## config.mk

```make
export PLATFORM = sky130hd
export DESIGN_NAME = rdseq_cmd_detect
export DESIGN_NICKNAME = d
export VERILOG_FILES = /design/src/rtl/rdseq_pkg.sv /design/src/rtl/rdseq_access_track.sv /design/src/rtl/rdseq_addr_match.sv /design/src/rtl/rdseq_step_fsm.sv /design/src/rtl/rdseq_cmd_detect.sv
export SDC_FILE = /design/constraint.sdc
export NUM_CORES = 1
export LEC_CHECK = 0
export ABC_AREA = 1
export CORE_AREA = 4 4 41 43
export DETAILED_ROUTE_END_ITERATION = 6
export DIE_AREA = 0 0 45 47
export DONT_BUFFER_PORTS = 1
export PLACE_DENSITY = 0.69
export SLEW_MARGIN = 15
export SYNTH_ARGS = -nofsm -noshare
export SYNTH_HDL_FRONTEND = slang
export SYNTH_SLANG_ARGS = --single-unit
```

## constraint.sdc

```tcl
create_clock -name clk -period 1.4 [get_ports clk]
set_input_delay 0.35 -clock clk [delete_from_list [all_inputs] [get_ports clk]]
set_output_delay 0.35 -clock clk [all_outputs]
set_load 0.05 [all_outputs]
```

## src/rtl/rdseq_pkg.sv

```systemverilog
package rdseq_pkg;

    localparam int unsigned ADDR_W     = 13;
    localparam int unsigned PREFIX_LEN = 5;
    localparam int unsigned STEP_W     = $clog2(PREFIX_LEN + 1);

    typedef logic [ADDR_W-1:0] addr_t;
    typedef logic [STEP_W-1:0] step_t;

    localparam addr_t STORE_KEY  = 13'h0F0F;
    localparam addr_t RECALL_KEY = 13'h0F0E;
    localparam step_t LAST_STEP  = step_t'(PREFIX_LEN);

    // Address expected at each leading position of the run
    function automatic addr_t prefix_key(input int unsigned idx);
        case (idx)
            0:       prefix_key = 13'h0000;
            1:       prefix_key = 13'h1555;
            2:       prefix_key = 13'h0AAA;
            3:       prefix_key = 13'h1FFF;
            4:       prefix_key = 13'h10F0;
            default: prefix_key = '0;
        endcase
    endfunction

    typedef enum logic [1:0] {
        EV_NONE   = 2'd0,
        EV_READ   = 2'd1,
        EV_WRITE  = 2'd2,
        EV_DOUBLE = 2'd3
    } acc_kind_e;

    typedef struct packed {
        acc_kind_e kind;
        addr_t     addr;
    } acc_evt_t;

    typedef struct packed {
        logic hit_next;
        logic hit_first;
        logic hit_store;
        logic hit_recall;
    } match_t;

endpackage

```

## src/rtl/rdseq_access_track.sv

```systemverilog
module rdseq_access_track
    import rdseq_pkg::*;
(
    input  logic     clk,
    input  logic     rst,
    input  addr_t    bus_addr,
    input  logic     ce_fall,
    input  logic     ce_rise,
    input  logic     wr_en,
    output acc_evt_t evt
);

    logic open_q;

    // An access stays open from its falling strobe until its rising strobe
    always_ff @(posedge clk) begin
        if (rst)          open_q <= 1'b0;
        else if (ce_fall) open_q <= 1'b1;
        else if (ce_rise) open_q <= 1'b0;
    end

    always_comb begin
        evt.addr = bus_addr;
        evt.kind = EV_NONE;
        if (ce_fall) begin
            if (open_q)     evt.kind = EV_DOUBLE;
            else if (wr_en) evt.kind = EV_WRITE;
            else            evt.kind = EV_READ;
        end else if (open_q && wr_en) begin
            evt.kind = EV_WRITE;
        end
    end

    // A strobe always leaves the access marked open
    AST_STROBE_OPENS: assert property (@(posedge clk) disable iff (rst)
        ce_fall |=> open_q);

endmodule

```

## src/rtl/rdseq_addr_match.sv

```systemverilog
module rdseq_addr_match
    import rdseq_pkg::*;
(
    input  addr_t  addr,
    input  step_t  step,
    output match_t hit
);

    logic [PREFIX_LEN-1:0] key_eq;

    for (genvar g = 0; g < PREFIX_LEN; g++) begin : g_key
        assign key_eq[g] = (addr == prefix_key(g));
    end

    always_comb begin
        hit.hit_next = 1'b0;
        for (int i = 0; i < PREFIX_LEN; i++) begin
            if (step == step_t'(i)) hit.hit_next = key_eq[i];
        end
        hit.hit_first  = key_eq[0];
        hit.hit_store  = (step == LAST_STEP) && (addr == STORE_KEY);
        hit.hit_recall = (step == LAST_STEP) && (addr == RECALL_KEY);
    end

endmodule

```

## src/rtl/rdseq_step_fsm.sv

```systemverilog
module rdseq_step_fsm
    import rdseq_pkg::*;
(
    input  logic      clk,
    input  logic      rst,
    input  acc_kind_e kind,
    input  match_t    hit,
    output step_t     step,
    output logic      store_q,
    output logic      recall_q
);

    step_t step_q, step_d;
    logic  store_d, recall_d;

    always_comb begin
        step_d   = step_q;
        store_d  = 1'b0;
        recall_d = 1'b0;
        case (kind)
            EV_READ: begin
                if (hit.hit_store) begin
                    store_d = 1'b1;
                    step_d  = '0;
                end else if (hit.hit_recall) begin
                    recall_d = 1'b1;
                    step_d   = '0;
                end else if (hit.hit_next) begin
                    step_d = step_q + step_t'(1);
                end else if (hit.hit_first) begin
                    step_d = step_t'(1);
                end else begin
                    step_d = '0;
                end
            end
            EV_WRITE, EV_DOUBLE: step_d = '0;
            default: ;
        endcase
    end

    always_ff @(posedge clk) begin
        if (rst) begin
            step_q   <= '0;
            store_q  <= 1'b0;
            recall_q <= 1'b0;
        end else begin
            step_q   <= step_d;
            store_q  <= store_d;
            recall_q <= recall_d;
        end
    end

    assign step = step_q;

    AST_ABORT_TO_IDLE: assert property (@(posedge clk) disable iff (rst)
        (kind == EV_WRITE || kind == EV_DOUBLE) |=> (step_q == '0));
    AST_HOLD_WITHOUT_EVENT: assert property (@(posedge clk) disable iff (rst)
        (kind == EV_NONE) |=> $stable(step_q));
    AST_STEP_IN_RANGE: assert property (@(posedge clk) disable iff (rst)
        step_q <= LAST_STEP);
    AST_IDLE_AFTER_CMD: assert property (@(posedge clk) disable iff (rst)
        (store_q || recall_q) |-> (step_q == '0));
    AST_SINGLE_PULSE: assert property (@(posedge clk) disable iff (rst)
        (store_q || recall_q) |=> !(store_q || recall_q));

endmodule

```

## src/rtl/rdseq_cmd_detect.sv

```systemverilog
module rdseq_cmd_detect
    import rdseq_pkg::*;
(
    input  logic              clk,
    input  logic              rst,
    input  logic [ADDR_W-1:0] bus_addr,
    input  logic              ce_fall,
    input  logic              ce_rise,
    input  logic              wr_en,
    output logic              store_start,
    output logic              recall_start
);

    acc_evt_t evt;
    match_t   hit;
    step_t    step;

    rdseq_access_track u_track (
        .clk      (clk),
        .rst      (rst),
        .bus_addr (bus_addr),
        .ce_fall  (ce_fall),
        .ce_rise  (ce_rise),
        .wr_en    (wr_en),
        .evt      (evt)
    );

    rdseq_addr_match u_match (
        .addr (evt.addr),
        .step (step),
        .hit  (hit)
    );

    rdseq_step_fsm u_fsm (
        .clk      (clk),
        .rst      (rst),
        .kind     (evt.kind),
        .hit      (hit),
        .step     (step),
        .store_q  (store_start),
        .recall_q (recall_start)
    );

    AST_CMD_EXCLUSIVE: assert property (@(posedge clk) disable iff (rst)
        !(store_start && recall_start));
    AST_STORE_NEEDS_READ: assert property (@(posedge clk) disable iff (rst)
        $rose(store_start) |-> $past(ce_fall && !wr_en));
    AST_RECALL_NEEDS_READ: assert property (@(posedge clk) disable iff (rst)
        $rose(recall_start) |-> $past(ce_fall && !wr_en));

endmodule

```

---- Yosys cells after proc, flatten, opt, wreduce, memory -nomap -nowiden ----
Index checks and enable logic that the tools add are counted.
word-level totals
  flip-flop bits (word level) ............. 6
  bits in latches ......................... 0
  memory bits (writable) .................. 0
  bits in read-only memories .............. 0
  output and inout port bits .............. 2
  memories ................................ 0
cells by class
  add/sub/neg operators ................... 1
  multipliers ............................. 0
  div/mod/pow operators ................... 0
  $lt $le $gt $ge ......................... 0
  eq/ne operators ......................... 14
  shifts and indexed selects .............. 0
  multiplexer cells ....................... 18
  bitwise gates (word level) .............. 1
  reduce and logical (&&, ||, !) cells .... 10
operator list
  kind                                                                number
  13-bit by 12-bit == test with 1-bit output (second input constant)  3
  13-bit == test (second input constant)                              3
  13-bit zero test                                                    1
  1-bit two-way mux                                                   10
  3-bit two-way mux                                                   3
  2-bit two-way mux                                                   4
  3-bit by 2-bit == test with 1-bit output (second input constant)    2
  3-bit == test (second input constant)                               2
  3-bit case mux with 2 select lines                                  1
  2-bit == test (second input constant)                               2
  2-bit nonzero test                                                  2
  2-bit OR reduction                                                  2
  3-bit by 1-bit adder with 3-bit output (second input constant)      1
  3-bit by 1-bit == test with 1-bit output (second input constant)    1
  1-bit logical AND                                                   3
  3-bit zero test                                                     1
  3-bit OR reduction                                                  1
  2-bit by 1-bit == test with 1-bit output (second input constant)    1
  1-bit inverter                                                      1

---- Logic depth before layout (Yosys ltp) ----
  word-level depth ........................ 10
  depth in mapped cells ................... 12

---- By module ----
Synthesis repeated with hierarchy kept, for this count alone.
unflattened totals
  cells, all modules ...................... 117
  area, all modules ....................... 661.9 sq um
modules (own cells, without submodules)
  module              instances  cells an instance  area each (sq um)  seq. area each (sq um)
  rdseq_addr_match    1          65                 282.8              0.0
  rdseq_step_fsm      1          29                 224.0              100.1
  rdseq_access_track  1          23                 155.1              20.0

---- Worst setup path before layout ----
No wires, ideal clock.
  path type ............................... reg-to-reg
  from .................................... reg u_fsm.step_q[0] (netlist: u_fsm.step[0])
  to ...................................... reg u_fsm.step_q[0] (netlist: u_fsm.step[0])
  arrival ................................. 1.261 ns
  data required time ...................... 1.284 ns
  path slack .............................. 0.023 ns
  cell stages (with the launch flop) ...... 13
  buffers on the path ..................... 0
  clock period less this slack ............ 1.377 ns
  cells stage by stage .................... dfxtp_1 inv_1 ha_1 nand2_1 nor2_1 nand3_1 nand3_1 nand2_1 nand3_2 nand2_2 nand2_1 nand3_1 a21oi_1
on the way
  cells in the longest elaborated chain, start to end .. 10
  elaborated cells between the ends (all ways) .. 18
  classes of those cells .................. add/sub (1); eq/ne (5); mux (9); reduce/logical (3)
RTL lines
  element                               line                    RTL
  from (decl)                           rdseq_step_fsm.sv:13    step_t step_q, step_d;
  from (signal assigned)                rdseq_step_fsm.sv:47    step_q <= step_d;
  3-bit zero test                       rdseq_addr_match.sv:18  if (step == step_t'(i)) hit.hit_next = key_eq[i];
  1-bit two-way mux (5 in a row)        rdseq_addr_match.sv:18
  3-bit two-way mux                     rdseq_step_fsm.sv:28    end else if (hit.hit_next) begin
  3-bit two-way mux                     rdseq_step_fsm.sv:25    end else if (hit.hit_recall) begin
  3-bit two-way mux *                   rdseq_step_fsm.sv:22    if (hit.hit_store) begin
  3-bit case mux with 2 select lines *  rdseq_step_fsm.sv:20    case (kind)
Every way passes the cells marked *; elsewhere a longest branch is shown, timed or not.
A chain may end at the register's enable or synchronous reset.

---- Worst setup path in the final report ----
  from .................................... reg u_fsm.step_q[1] (netlist: u_fsm.step[1])
  to ...................................... reg u_fsm.step_q[1] (netlist: u_fsm.step[1])
The elaborated chain is that of the path after synthesis.

==> results.json <==
{
  "run_status": "finished with violations",
  "violations": "negative setup slack",
  "syn_to_final_growth_pct": 37.5,
  "internal-power_uw": 282,
  "yosys-top-cells-area": "dfxtp_1 21%, nand2_1 15%, ha_1 11%",
  "switching_power_uw": 81.7,
  "reg2reg_from": "u_fsm.step[1]",
  "multi_input_area_um2": 485,
  "drv_cap": 0,
  "ys_warn_count": 0,
  "grt.total_usage_pct": 14.6,
  "ctsLongestPathBuffers": 2,
  "cp_slowest_cell": "dfxtp_4",
  "power_density_nw_per_um2": 452,
  "dp_hpwl_um": 1130,
  "die_area_um2": 2120,
  "grt_pass1_wl_um": 2250,
  "drive_gt1_share_pct": 34.8,
  "grt-ovfl-total": 0,
  "arrival_ps": 1670,
  "maxSlewHeadroom_pct": 68.3,
  "stdcell_count": 127,
  "syn_nets": 121,
  "port_buffers": 0,
  "synth_area_leader_cell": "dfxtp_1",
  "avgSynthCellArea_um2": 5.96,
  "cts_tree": "built",
  "p_leak_nw": 0.378,
  "clk_pin_slew_ps": 40,
  "crit_chain": "inv_4 -> buf_6 -> ha_4 -> nand2_2 -> nor2_1 -> nand3_1 -> nand3_1 -> nand2_1 -> nand3_2 -> nand2_2 -> nor2_4 -> nand2_1 -> a21oi_2",
  "grt_pass1_vias": 594,
  "dr_total_vias": 650,
  "whs_ps": 160,
  "grt_start_max_net_pins": 6,
  "fp.coreArea_um2": 1300,
  "finClkSkew_ps": 2.22,
  "p_total_uw": 363,
  "hold_path.class": "in -> reg",
  "htreeDepth": 1,
  "fin_ws_ps": -98.0,
  "cts_sinks": 6,
  "fp.dieW_um": 45,
  "max_stage_delay_ps": 360,
  "reg2reg_to": "u_fsm.step[1]",
  "drt_first_pass_iters": 4,
  "drc_errors": 0,
  "nNetsFinal": 137,
  "end_kind": "register",
  "hold_path_end": "u_fsm.step[1]",
  "antennaDiodeCount": 0,
  "placed_cells": 122,
  "regArea_um2": 128,
  "ir_drop_mv": 0.464,
  "fmax_mhz": 668,
  "rows": 13,
  "yosysSeqAreaShare_pct": 20.6,
  "hold_buffers": 0,
  "cts_buffers": 3,
  "hold_viol": 0,
  "num_io_pins": 20,
  "worst_slew_pin_slew_ps": 475,
  "clock_tree.root_cell": "clkbuf_4",
  "period_needed_ps": 1500,
  "routabilityCongestion": 0.794,
  "crit_type": "reg -> reg",
  "drv_slew": 0,
  "dpl_cell_area_um2": 671,
  "fillers": 118,
  "wl_per_cell_um": 11.4,
  "initial_core_util_pct": 44.9,
  "antenna_found_initial": 0,
  "hp-start": "rst",
  "r2r_setup_slack_ps": -100,
  "cp.required_ps": 1570,
  "reg2regPathDepth": 13,
  "ys_types": 16,
  "chipHeight_um": 47,
  "clock_latency_ps": 240,
  "combinationalPowerShare_pct": 10.8,
  "start_kind": "register",
  "switching_share_pct": 22.5,
  "synth_top_area_share_pct": 20.6,
  "drtIter0Drc": 10,
  "pwr-share-clk_pct": 42.1,
  "synth_seq_cells": 6,
  "setup_violations": 3,
  "synth_area_um2": 584,
  "final_area_um2": 803,
  "synthCells": 98,
  "pre_cts_slack_ps": -134,
  "ant_nets": 0,
  "rsz0062_at_grt": "yes",
  "layout_worst_path_cycle_share_pct": 107,
  "vias_per_cell": 5.12,
  "seqPwrFrac_pct": 47.1,
  "min_path_cells": 1,
  "cp_max_fo": 4,
  "drt_wl_total_um": 1450
}
-- layout make-up --
cell class | count | area share [%]
Clock buffer | 3 | 2.80
Inverter | 16 | 7.79
Multi-Input combinational cell | 76 | 60.4
Sequential cell | 6 | 15.9
Tap cell | 15 | 2.34
Timing Repair Buffer | 11 | 10.7
-- cell usage in the layout, fill, tap and decap left out --
| master | n |
|---|---|
| ha_4 | 4 |
| o211ai_4 | 1 |
| a21oi_2 | 4 |
| buf_6 | 1 |
| nor2_2 | 3 |
| a21oi_1 | 2 |
| nand2_2 | 4 |
| inv_4 | 1 |
| nand4_1 | 3 |
| ha_1 | 1 |
| inv_1 | 12 |
| dfxtp_4 | 2 |
| nor2_1 | 16 |
| nand3_2 | 2 |
| clkbuf_4 | 3 |
| nor3_1 | 1 |
| dfxtp_1 | 4 |
| nand2_1 | 22 |
| inv_2 | 2 |
| nand3_1 | 11 |
| nor2_4 | 1 |
| buf_4 | 10 |
| nor3_2 | 1 |
| clkinv_1 | 1 |
-- layer usage --
layer | GRT usage (%) | share of wire [%] | vias to the layer above
met5 | 0 | 0 | -
met4 | 3.51 | 0 | 0
met3 | 5.75 | 7.5 | 0
met2 | 24.3 | 52 | 20
met1 | 17.6 | 40 | 285
li1 | - | - | 345
-- critical path, delay by kind of cell (launching register included) --
kind	cells	cell delay (ps)
DFF	1	360
adders and majority gates	1	130
and+or+nand+nor	9	680
buffers and inverters	2	150
AOI/OAI and AO/OA	1	100
-- power by group through the flow --
| stage | Clock, mW | Combinational, mW | Sequential, mW |
|---|---|---|---|
| floorplan | 0 | 0.0289 | 0.177 |
| global placement | 0 | 0.0371 | 0.178 |
| detailed placement | 0 | 0.0371 | 0.178 |
| CTS | 0.161 | 0.0374 | 0.173 |
| global route | 0.172 | 0.0446 | 0.171 |
| finish | 0.153 | 0.0392 | 0.171 |
-- cell families after synthesis --
logic type                 Yosys count  share of synthesized area (%)
and+or+nand+nor                     64                           49.0
AOI/OAI and AO/OA                    7                           9.42
DFF                                  6                           20.6
adders and majority gates            5                           10.7
buffers and inverters               16                           10.3
-- through the flow --
| step | util [%] | TNS, ps |
|---|---|---|
| 6_report | 61.7 | -281 |
| 5_1_grt | 61.7 | -650 |
| 4_1_cts | 57.1 | -267 |
| 3_5_place_dp | 51.5 | -361 |
| 3_3_place_gp | 51.5 | -355 |
| 2_1_floorplan | - | 0 |
-- synth_stat cells --
| master | n |
|---|---|
| a21oi_1 | 5 |
| a21oi_2 | 1 |
| clkinv_1 | 1 |
| dfxtp_1 | 6 |
| ha_1 | 5 |
| inv_1 | 14 |
| inv_2 | 1 |
| nand2_1 | 24 |
| nand2_2 | 2 |
| nand3_1 | 12 |
| nand3_2 | 1 |
| nand4_1 | 3 |
| nor2_1 | 16 |
| nor2_2 | 4 |
| nor3_1 | 2 |
| o211ai_4 | 1 |
-- worst max-delay path by stage --
stage,depth (start not counted),to,from
after detailed placement,13,u_fsm.step[0],u_fsm.step[1]
after floorplan,12,u_fsm.step[0],u_fsm.step[0]
after global routing,13,u_fsm.step[1],u_fsm.step[1]
final,13,u_fsm.step[1],u_fsm.step[1]
after global placement,10,u_fsm.step[2],u_fsm.step[0]
after CTS,13,u_fsm.step[2],u_fsm.step[1]
-- flip-flops by register name (all words and copies together) (netlist names) --
name            count
u_fsm.recall_q      1
u_fsm.step          3
u_fsm.store_q       1
u_track.open_q      1
-- repair_timing --
item,in CTS,in global routing
pin swaps,5,2
setup buffers,1,1
gates resized for setup,11,13
setup endpoints to repair,3,4
hold endpoints to repair,0,0
Power figures use the tool's default switching activity.
